===== src/rtl/cfg_item_port.sv =====
module cfg_item_port #(
  parameter int          BANK_BIT   = 14,
  parameter int          IDX_W      = 14,
  parameter int          FILE_FIRST = 32,
  parameter int          FILE_SLOTS = 32,
  parameter bit          DMA_EN     = 1'b1,
  parameter bit          COMBINED   = 1'b0,
  parameter logic [31:0] SIG        = 32'h4346_4731
) (
  input  logic        clk,
  input  logic        rst_n,
  input  logic        acc_valid,
  input  logic        acc_write,
  input  logic        acc_ctl,
  input  logic [3:0]  acc_size,
  input  logic [15:0] acc_wdata,
  output logic        rd_valid,
  output logic [63:0] rd_data,
  output logic        access_error
);
  localparam int LIMIT = FILE_FIRST + FILE_SLOTS;

  logic [15:0] key_q;
  logic [31:0] off_q;

  wire [IDX_W-1:0] idx  = key_q[IDX_W-1:0];
  wire             bank = key_q[BANK_BIT];
  wire             sel_ok = 32'(idx) < LIMIT;

  function automatic logic [31:0] item_len(input logic b, input logic [IDX_W-1:0] i);
    if (!b && (i == 0 || i == 1)) return 32'd4;
    return (32'(i) * 32'd5 + (b ? 32'd3 : 32'd0)) % 32'd13;
  endfunction

  function automatic logic [7:0] item_byte(input logic b, input logic [IDX_W-1:0] i,
                                           input logic [31:0] k);
    if (!b && i == 0) return SIG[8*(3-k[1:0]) +: 8];
    if (!b && i == 1) return (k == 0) ? {6'b0, DMA_EN, 1'b1} : 8'h00;
    return 8'(32'(i) * 32'd29 + k * 32'd17 + (b ? 32'd128 : 32'd0));
  endfunction

  logic legal, is_sel, is_rd;
  wire  sz_ok = (acc_size >= 4'd1) && (acc_size <= 4'd8);

  generate
    if (COMBINED) begin : g_comb
      assign legal  = (acc_size == 4'd1) || (acc_write && acc_size == 4'd2);
      assign is_sel = acc_write && acc_size == 4'd2;
      assign is_rd  = !acc_write && acc_size == 4'd1;
    end else begin : g_split
      assign legal  = acc_ctl ? (acc_write && acc_size == 4'd2) : sz_ok;
      assign is_sel = acc_ctl && acc_write && acc_size == 4'd2;
      assign is_rd  = !acc_ctl && !acc_write && sz_ok;
    end
  endgenerate

  wire [31:0] cur_len = sel_ok ? item_len(bank, idx) : 32'd0;
  wire [31:0] avail   = (off_q < cur_len) ? cur_len - off_q : 32'd0;
  wire [31:0] sz32    = {28'd0, acc_size};
  wire [31:0] take    = (sz32 < avail) ? sz32 : avail;

  logic [63:0] rdat;
  always_comb begin
    rdat = '0;
    for (int j = 0; j < 8; j++) begin
      if (32'(j) < take)
        rdat[8*(int'(acc_size)-1-j) +: 8] = item_byte(bank, idx, off_q + 32'(j));
    end
  end

  wire acc_ok = acc_valid && legal;

  always_ff @(posedge clk) begin
    if (!rst_n) begin
      key_q        <= 16'h0000;
      off_q        <= '0;
      rd_valid     <= 1'b0;
      rd_data      <= '0;
      access_error <= 1'b0;
    end else begin
      rd_valid     <= acc_ok && is_rd;
      access_error <= acc_valid && !legal;
      if (acc_ok && is_sel) begin
        key_q <= acc_wdata;
        off_q <= '0;
      end else if (acc_ok && is_rd) begin
        off_q   <= off_q + take;
        rd_data <= rdat;
      end
    end
  end

  a_r3_select_clears: assert property (@(posedge clk) disable iff (!rst_n)
    (acc_ok && is_sel) |=> (off_q == 32'd0));

  a_r6_offset_bounded: assert property (@(posedge clk) disable iff (!rst_n)
    sel_ok |-> (off_q <= cur_len));

  a_r12_refused_inert: assert property (@(posedge clk) disable iff (!rst_n)
    (acc_valid && !legal) |=> (access_error && !rd_valid && $stable(key_q) && $stable(off_q)));

  a_r7_write_inert: assert property (@(posedge clk) disable iff (!rst_n)
    (acc_ok && acc_write && !is_sel) |=> ($stable(key_q) && $stable(off_q) && !rd_valid));

  a_r5_invalid_zero: assert property (@(posedge clk) disable iff (!rst_n)
    (acc_ok && is_rd && !sel_ok) |=> (rd_data == 64'd0));

  a_r4_upper_clear: assert property (@(posedge clk) disable iff (!rst_n)
    (acc_ok && is_rd) |=> ((rd_data >> (32'd8 * 32'($past(acc_size)))) == 64'd0));

  a_r12_one_strobe: assert property (@(posedge clk) disable iff (!rst_n)
    !(rd_valid && access_error));
endmodule


===== config.mk =====
export PLATFORM = sky130hd
export DESIGN_NAME = cfg_item_port
export DESIGN_NICKNAME = d
export VERILOG_FILES = /design/src/rtl/cfg_item_port.sv
export SDC_FILE = /design/constraint.sdc
export NUM_CORES = 1
export LEC_CHECK = 0
export BUFFER_PORTS_ARGS = -buffer_cell sky130_fd_sc_hd__buf_2
export CELL_PAD_IN_SITES_DETAIL_PLACEMENT = 1
export CELL_PAD_IN_SITES_GLOBAL_PLACEMENT = 1
export CORE_AREA = 8 8 258 260
export CTS_CLUSTER_DIAMETER = 60
export DETAILED_ROUTE_END_ITERATION = 8
export DIE_AREA = 0 0 266 268
export PLACE_DENSITY = 0.79
export SLEW_MARGIN = 30
export SYNTH_ARGS = -nofsm -noshare
export SYNTH_HDL_FRONTEND = slang
export SYNTH_SLANG_ARGS = --single-unit

===== constraint.sdc =====
create_clock -name clk -period 18.1 [get_ports clk]
set_clock_uncertainty 0.1 [all_clocks]
set_input_delay 2.715 -clock clk [delete_from_list [all_inputs] [get_ports clk]]
set_output_delay 2.715 -clock clk [all_outputs]
set_load 0.02 [all_outputs]

==> flow_summary.html, run 1 <==
<table>
<tr><th>Metric</th><th>Value</th></tr>
<tr><th colspan="2">Floorplanning</th></tr>
<tr><td>Cell row count</td><td>92</td></tr>
<tr><td>Die Wd</td><td>266 microns</td></tr>
<tr><td>Effective utilization at floorplan</td><td>43.6%</td></tr>
<tr><td>Height of the die</td><td>268 microns</td></tr>
<tr><td>I/O pin count</td><td>91</td></tr>
<tr><th colspan="2">Clock network</th></tr>
<tr><td>Max clock buf depth</td><td>2</td></tr>
<tr><td>Root Buffer</td><td>clkbuf_16</td></tr>
<tr><td>TritonCTS buffer count</td><td>17</td></tr>
<tr><td>Hold-fix buffer count after cts</td><td>0</td></tr>
<tr><td>Number of clock sinks</td><td>113</td></tr>
<tr><td>CTS H-tree lvls</td><td>4</td></tr>
<tr><th colspan="2">Timing</th></tr>
<tr><td>Worst_ep grt</td><td>off_q[30]$_SDFFE_PP0P_/D</td></tr>
<tr><td>Kind of the worst endpoint</td><td>register data pin</td></tr>
<tr><th colspan="2">GRT</th></tr>
<tr><td>Overall fraction of global-route tracks in use</td><td>65.4%</td></tr>
<tr><td>Maximum number of pins on one net before global-route repair</td><td>72</td></tr>
<tr><td>Remaining Overflow, GRT</td><td>13</td></tr>
<tr><td>Number of antenna violations at the first check in global routing</td><td>26</td></tr>
<tr><th colspan="2">Outcome</th></tr>
<tr><td>Err</td><td>[ERROR GRT-0232] Routing congestion too high. Check the congestion heatmap in the GUI.</td></tr>
<tr><td>Stage reached</td><td>5_1_grt</td></tr>
<tr><td>Status</td><td>did not finish</td></tr>
<tr><th colspan="2">Placed design</th></tr>
<tr><td>Total instance count after detailed placement</td><td>5096</td></tr>
<tr><td>Last weighted congestion value of the routability-driven placer</td><td>1.04</td></tr>
<tr><td>IO buf count</td><td>89</td></tr>
<tr><td>Post-detailed-placement half-perimeter wirelength</td><td>107000 microns</td></tr>
<tr><th colspan="2">Logic synthesis</th></tr>
<tr><td>Predominant post-synthesis flop cell</td><td>dfxtp_1</td></tr>
<tr><td>Total of warnings raised by yosys</td><td>0</td></tr>
<tr><td>Combined area of all synthesized cells</td><td>0.0272 sq mm</td></tr>
<tr><td>Sequential element share of the synthesized area</td><td>8.32%</td></tr>
<tr><td>Proportion of register bits with asynchronous set or reset after synthesis</td><td>0%</td></tr>
<tr><td>Post-synthesis cell type count</td><td>124</td></tr>
<tr><td>Gate Count Post-Synth</td><td>3884</td></tr>
<tr><td>Number of synthesized flops with an enable pin</td><td>0</td></tr>
<tr><td>Synthesized area per cell</td><td>7.00 sq um</td></tr>
<tr><td>Number of synthesized register bits</td><td>113</td></tr>
</table>
==> stage by stage <==
stage	area (sq um)	setup TNS [ns]	worst slack, ns	hold WS (ns)
floorplan	27500	0	0.00624	0.365
global placement	31700	-6.64	-0.952	0.374
detailed placement	31700	-17.83	-1.80	0.374
CTS	34600	-2.20	-0.522	0.382
==> synth_stat cells, types with 13 or more instances <==
cell         n  share of area, %
a21o_1      58               1.6
nor3_1     132               2.4
a31oi_1     71               1.6
a221oi_1    31               1.0
nor4b_1     29              0.93
mux2i_1     23              0.85
nand4b_1    18              0.58
or3_1       28              0.64
o21a_1      24              0.66
o31ai_1     28              0.77
dfxtp_1    113               8.3
a2111oi_0   21              0.68
nand2b_1    23              0.53
a211o_1     13              0.42
o211ai_1    39               1.1
nor2b_1     34              0.78
ha_1       361                17
o221ai_1    51               1.6
o22ai_1     44               1.0
o21ai_0    184               3.4
o2111ai_1   17              0.55
or2_2       16              0.37
clkbuf_1   179               2.5
fa_1        34               2.5
xor2_1      42               1.4
a22oi_1     36              0.99
nor2_1     336               4.6
xnor2_1    224               7.2
nand2_1    402               5.6
a311oi_1    15              0.48
or4_1       15              0.41
inv_1      240               3.3
and3_1      26              0.60
and2_1      34              0.78
o21ai_1     17              0.31
nand3_1    123               2.3
a21oi_1    317               5.8
a211oi_1    43               1.2
nor4_1      61               1.4
nand4_1     80               1.8
o21bai_1    32              0.88
==> metal layers <==
metal / track usage [%] / GRT overflow
met1: 63.4 / 1
met2: 82.1 / 6
met3: 52.7 / 0
met4: 63.9 / 6
met5: 30.4 / 0
==> cell families after synthesis <==
| group | after synthesis | synth area share, % |
|---|---|---|
| adders and majority gates | 396 | 19.2 |
| xor gates and xnor gates | 266 | 8.57 |
| other | 1 | 0.0138 |
| DFF | 113 | 8.32 |
| and+or+nand+nor | 1403 | 25.4 |
| buffers and inverters | 463 | 6.65 |
| muxes | 32 | 1.25 |
| AOI/OAI and AO/OA | 1210 | 30.6 |
==> repair_timing <==
item / in CTS
cloned: 3
gates resized for setup: 288
setup buffers: 113
setup endpoints to repair: 18
pin swaps: 179
==> run 2, diff against run 1 <==
==> config.mk (replaced) <==
export PLATFORM = sky130hd
export DESIGN_NAME = cfg_item_port
export DESIGN_NICKNAME = d
export VERILOG_FILES = /design/src/rtl/cfg_item_port.sv
export SDC_FILE = /design/constraint.sdc
export NUM_CORES = 1
export LEC_CHECK = 0
export BUFFER_PORTS_ARGS = -buffer_cell sky130_fd_sc_hd__buf_2
export CORE_AREA = 8 8 311 313
export DETAILED_ROUTE_END_ITERATION = 8
export DIE_AREA = 0 0 319 321
export PLACE_DENSITY_LB_ADDON = 0.15
export SLEW_MARGIN = 30
export SYNTH_ARGS = -nofsm -noshare
export SYNTH_HDL_FRONTEND = slang
export SYNTH_SLANG_ARGS = --single-unit
==> constraint.sdc (replaced) <==
create_clock -name clk -period 23.5 [get_ports clk]
set_clock_uncertainty 0.1 [all_clocks]
set_input_delay 3.525 -clock clk [delete_from_list [all_inputs] [get_ports clk]]
set_output_delay 3.525 -clock clk [all_outputs]
set_load 0.02 [all_outputs]
==> run 2 against run 1 <==
Effect of this change: the run now ends clean; synthesized cell count stayed put; area after synthesis stayed put.
==> flow_summary.html, run 2 <==
<table>
<tr><th>Metric</th><th>Value</th></tr>
<tr><th colspan="2">Floorplanning</th></tr>
<tr><td>Total Die Area</td><td>0.102 sq mm</td></tr>
<tr><td>Die Wd</td><td>319 microns (+20%)</td></tr>
<tr><td>Standard cell core area</td><td>0.0922 sq mm</td></tr>
<tr><td>I/O pin count</td><td>91 (unchanged)</td></tr>
<tr><td>Height of the die</td><td>321 microns (+20%)</td></tr>
<tr><td>Cell row count</td><td>112 (+22%)</td></tr>
<tr><td>Effective utilization at floorplan</td><td>29.5% (-14 points)</td></tr>
<tr><th colspan="2">Layout</th></tr>
<tr><td>Most frequent cells in the layout</td><td>nand2_1 (399), ha_1 (359), nor2_1 (329)</td></tr>
<tr><td>Register bank with the most flops</td><td>rd_data</td></tr>
<tr><td>Utilization of the core after routing</td><td>33.1%</td></tr>
<tr><td>Largest registers in the final layout</td><td>rd_data x64, off_q x32, key_q x15</td></tr>
<tr><td>Number of nets at the end of the flow</td><td>4363</td></tr>
<tr><td>Filler-free cell count of the finished design</td><td>5156</td></tr>
<tr><td>Layout Cell Area excl Fill</td><td>0.0305 sq mm</td></tr>
<tr><td>Most common library cell in the layout ignoring fill and taps</td><td>nand2_1</td></tr>
<tr><td>Ratio of cells with drive above 1 in the final layout</td><td>10.9%</td></tr>
<tr><td>Relative area change from synthesis to final layout</td><td>12.2%</td></tr>
<tr><td>Largest register FFs</td><td>64</td></tr>
<tr><th colspan="2">Clock network</th></tr>
<tr><td>CTS H-tree lvls</td><td>4 (unchanged)</td></tr>
<tr><td>TritonCTS buffer count</td><td>17 (unchanged)</td></tr>
<tr><td>CTS clock-pin slew for the worst setup and hold paths</td><td>0.06 ns</td></tr>
<tr><td>Skew-Pair Late Insertion Delay</td><td>0.48 ns</td></tr>
<tr><td>Hold-fix buffer count after cts</td><td>0 (unchanged)</td></tr>
<tr><td>CTS tree</td><td>yes</td></tr>
<tr><td>Root Buffer</td><td>clkbuf_16</td></tr>
<tr><td>Number of clock sinks</td><td>113 (unchanged)</td></tr>
<tr><td>Max clock buf depth</td><td>2 (unchanged)</td></tr>
<tr><th colspan="2">GRT</th></tr>
<tr><td>Overall fraction of global-route tracks in use</td><td>23.4%</td></tr>
<tr><td>Remaining Overflow, GRT</td><td>0</td></tr>
<tr><td>Maximum number of pins on one net before global-route repair</td><td>76</td></tr>
<tr><td>Number of antenna violations at the first check in global routing</td><td>7</td></tr>
<tr><td>First-pass GRT wire length</td><td>188000 microns</td></tr>
<tr><td>Via count of the first global-routing pass</td><td>29600</td></tr>
<tr><th colspan="2">Logic synthesis</th></tr>
<tr><td>Cell type contributing the most total cell area after synthesis</td><td>ha_1</td></tr>
<tr><td>Leading cell type by number of instances after synthesis</td><td>nand2_1</td></tr>
<tr><td>Synthesized area per cell</td><td>7.00 sq um (unchanged)</td></tr>
<tr><td>Combined area of all synthesized cells</td><td>0.0272 sq mm (unchanged)</td></tr>
<tr><td>Total of warnings raised by yosys</td><td>0 (unchanged)</td></tr>
<tr><td>Top cells by area, synth</td><td>ha_1 (17%), dfxtp_1 (8.3%), xnor2_1 (7.2%), a21oi_1 (5.8%), nand2_1 (5.6%)</td></tr>
<tr><td>Number of synthesized register bits</td><td>113 (unchanged)</td></tr>
<tr><td>Synth top cells by count</td><td>nand2_1 (402), ha_1 (361), nor2_1 (336)</td></tr>
<tr><td>Sequential element share of the synthesized area</td><td>8.32% (unchanged)</td></tr>
<tr><td>Proportion of register bits with asynchronous set or reset after synthesis</td><td>0% (unchanged)</td></tr>
<tr><td>Gate Count Post-Synth</td><td>3884 (unchanged)</td></tr>
<tr><td>Area share of the largest cell type after synthesis</td><td>16.6% (unchanged)</td></tr>
<tr><td>Number of synthesized flops with an enable pin</td><td>0 (unchanged)</td></tr>
<tr><td>Post-synthesis cell type count</td><td>124 (unchanged)</td></tr>
<tr><td>Predominant post-synthesis flop cell</td><td>dfxtp_1</td></tr>
<tr><th colspan="2">Critical path</th></tr>
<tr><td>Most common cell on crit path</td><td>a21oi_1</td></tr>
<tr><td>Critical path class</td><td>register to register</td></tr>
<tr><td>Crit Path Max Fanout</td><td>15</td></tr>
<tr><td>Worst path required time</td><td>23.76 ns</td></tr>
<tr><td>WP data arrival</td><td>21.87 ns</td></tr>
<tr><td>Category of the worst setup path capture point</td><td>register</td></tr>
<tr><td>Crit path launch type</td><td>register</td></tr>
<tr><td>Delay of the slowest cell on the worst path</td><td>0.67 ns</td></tr>
<tr><td>Slowest-stage cell, CP</td><td>or4_4</td></tr>
<tr><td>Register-to-register path setup slack</td><td>1.88 ns</td></tr>
<tr><th colspan="2">Worst hold path</th></tr>
<tr><td>HP Class</td><td>register to register</td></tr>
<tr><th colspan="2">Timing</th></tr>
<tr><td>Share of the clock period used by the worst path</td><td>92.0%</td></tr>
<tr><td>Total negative slack</td><td>0 ns</td></tr>
<tr><td>Crit path setup slack, layout</td><td>1.88 ns</td></tr>
<tr><td>Worst hold-check slack</td><td>0.401 ns</td></tr>
<tr><td>Final Hold Viols</td><td>0</td></tr>
<tr><td>Minimum period implied by the final worst setup slack</td><td>21.62 ns</td></tr>
<tr><td>Maximum clock rate</td><td>46.3 MHz</td></tr>
<tr><td>Actual transition at the worst max-transition pin</td><td>1.15 ns</td></tr>
<tr><td>Slew margin rel.</td><td>22.6%</td></tr>
<tr><td>Final Slew Violations</td><td>0</td></tr>
<tr><td>Endpoints failing setup</td><td>0</td></tr>
<tr><th colspan="2">Placed design</th></tr>
<tr><td>IO buf count</td><td>89 (unchanged)</td></tr>
<tr><td>Last weighted congestion value of the routability-driven placer</td><td>0.986 (-5.1%)</td></tr>
<tr><td>Total instance count after detailed placement</td><td>5100 (+0.078%)</td></tr>
<tr><td>Post-detailed-placement half-perimeter wirelength</td><td>98100 microns (-7.9%)</td></tr>
<tr><td>Area after DPL</td><td>0.0293 sq mm (-7.4%)</td></tr>
<tr><td>Worst Setup Slack post-DPL</td><td>0.815 ns (+2.61 ns)</td></tr>
<tr><th colspan="2">Outcome</th></tr>
<tr><td>Status</td><td>finished clean</td></tr>
<tr><th colspan="2">Drt</th></tr>
<tr><td>Post-DR vias/cell</td><td>6.06</td></tr>
<tr><td>Violation count after the first detailed-route iteration</td><td>3115</td></tr>
<tr><td>Antenna-violating nets left</td><td>0</td></tr>
<tr><td>Detailed-route wire length</td><td>126000 microns</td></tr>
<tr><td>DRC errors left</td><td>0</td></tr>
<tr><td>Number of optimization iterations in the first detailed-route pass</td><td>6</td></tr>
<tr><td>Vias</td><td>31200</td></tr>
<tr><td>Routed WL per cell</td><td>24.4 microns</td></tr>
<tr><th colspan="2">Run</th></tr>
<tr><td>Max Cap Viol</td><td>0</td></tr>
<tr><th colspan="2">Pwr</th></tr>
<tr><td>Pwr Density</td><td>31.6 mW/mm^2</td></tr>
<tr><td>IR Drop Worst-Case VDD</td><td>0.0439 mV</td></tr>
<tr><td>Reported leakage power</td><td>12.2 nW</td></tr>
<tr><td>PnR Total Power</td><td>965 uW</td></tr>
</table>
## run 2: cell counts after synthesis
No cell type changed its count.
## run 2: kinds of logic (layout without fill, tap and decap cells)
| logic type | Yosys count | count (layout) | share of synthesized area [%] |
|---|---|---|---|
| and+or+nand+nor | 1403 | 1403 | 25.4 |
| AOI/OAI and AO/OA | 1210 | 1211 | 30.6 |
| buffers and inverters | 463 | 508 | 6.65 |
| adders and majority gates | 396 | 396 | 19.2 |
| xor gates and xnor gates | 266 | 266 | 8.57 |
| DFF | 113 | 113 | 8.32 |
| muxes | 32 | 32 | 1.25 |
| other | 1 | 30 | 0.0138 |
## run 2: critical path, delay by kind of cell, from the launching register on
kind / cells / cell delay [ns]
AOI/OAI and AO/OA: 67 / 13.16
and+or+nand+nor: 13 / 3.76
adders and majority gates: 8 / 2.51
muxes: 3 / 1.20
DFF: 1 / 0.40
xor gates and xnor gates: 1 / 0.17
buffers and inverters: 2 / 0.16
## run 2: power breakdown
part / internal, mW / switching [mW] / leakage [nW]
combinational: 0.159 / 0.330 / 11.0
clock: 0.151 / 0.124 / 0.291
sequential: 0.197 / 0.00366 / 0.917
total: 0.507 / 0.458 / 12.2
## run 2: final cells by class
type / count / area (sq um)
Tap cell: 1197 / 1500
Timing Repair Buffer: 223 / 1450
Clock inverter: 15 / 166
Sequential cell: 113 / 2270
Antenna cell: 3 / 7.51
Fill cell: 10200 / 61700
Inverter: 253 / 950
Clock buffer: 17 / 425
Multi-Input combinational cell: 3335 / 23700
## run 2: timing repair
action,CTS,global route
resized for setup,0,71
endpoints found under the setup margin,0,12
setup buffers,0,20
## run 2: metal layers
layer,track usage (%),vias up,wire length (microns)
met4,11.6,0,6780
met2,38.1,1373,56700
met3,2.72,349,8040
met1,30.7,14900,54300
met5,0,-,0
li1,-,14600,-
## run 2: final timing paths
kind / from / end / depth (start not counted)
worst max-delay path: key_q[8]$_SDFFE_PN0P_ / off_q[30]$_SDFFE_PP0P_ / 94
worst min-delay path: key_q[12]$_SDFFE_PN0P_ / key_q[12]$_SDFFE_PN0P_ / 2
worst max register to register: key_q[8]$_SDFFE_PN0P_ / off_q[30]$_SDFFE_PP0P_ / 94
worst min register to register: key_q[12]$_SDFFE_PN0P_ / key_q[12]$_SDFFE_PN0P_ / 2
(Power assumes the default switching activity.)
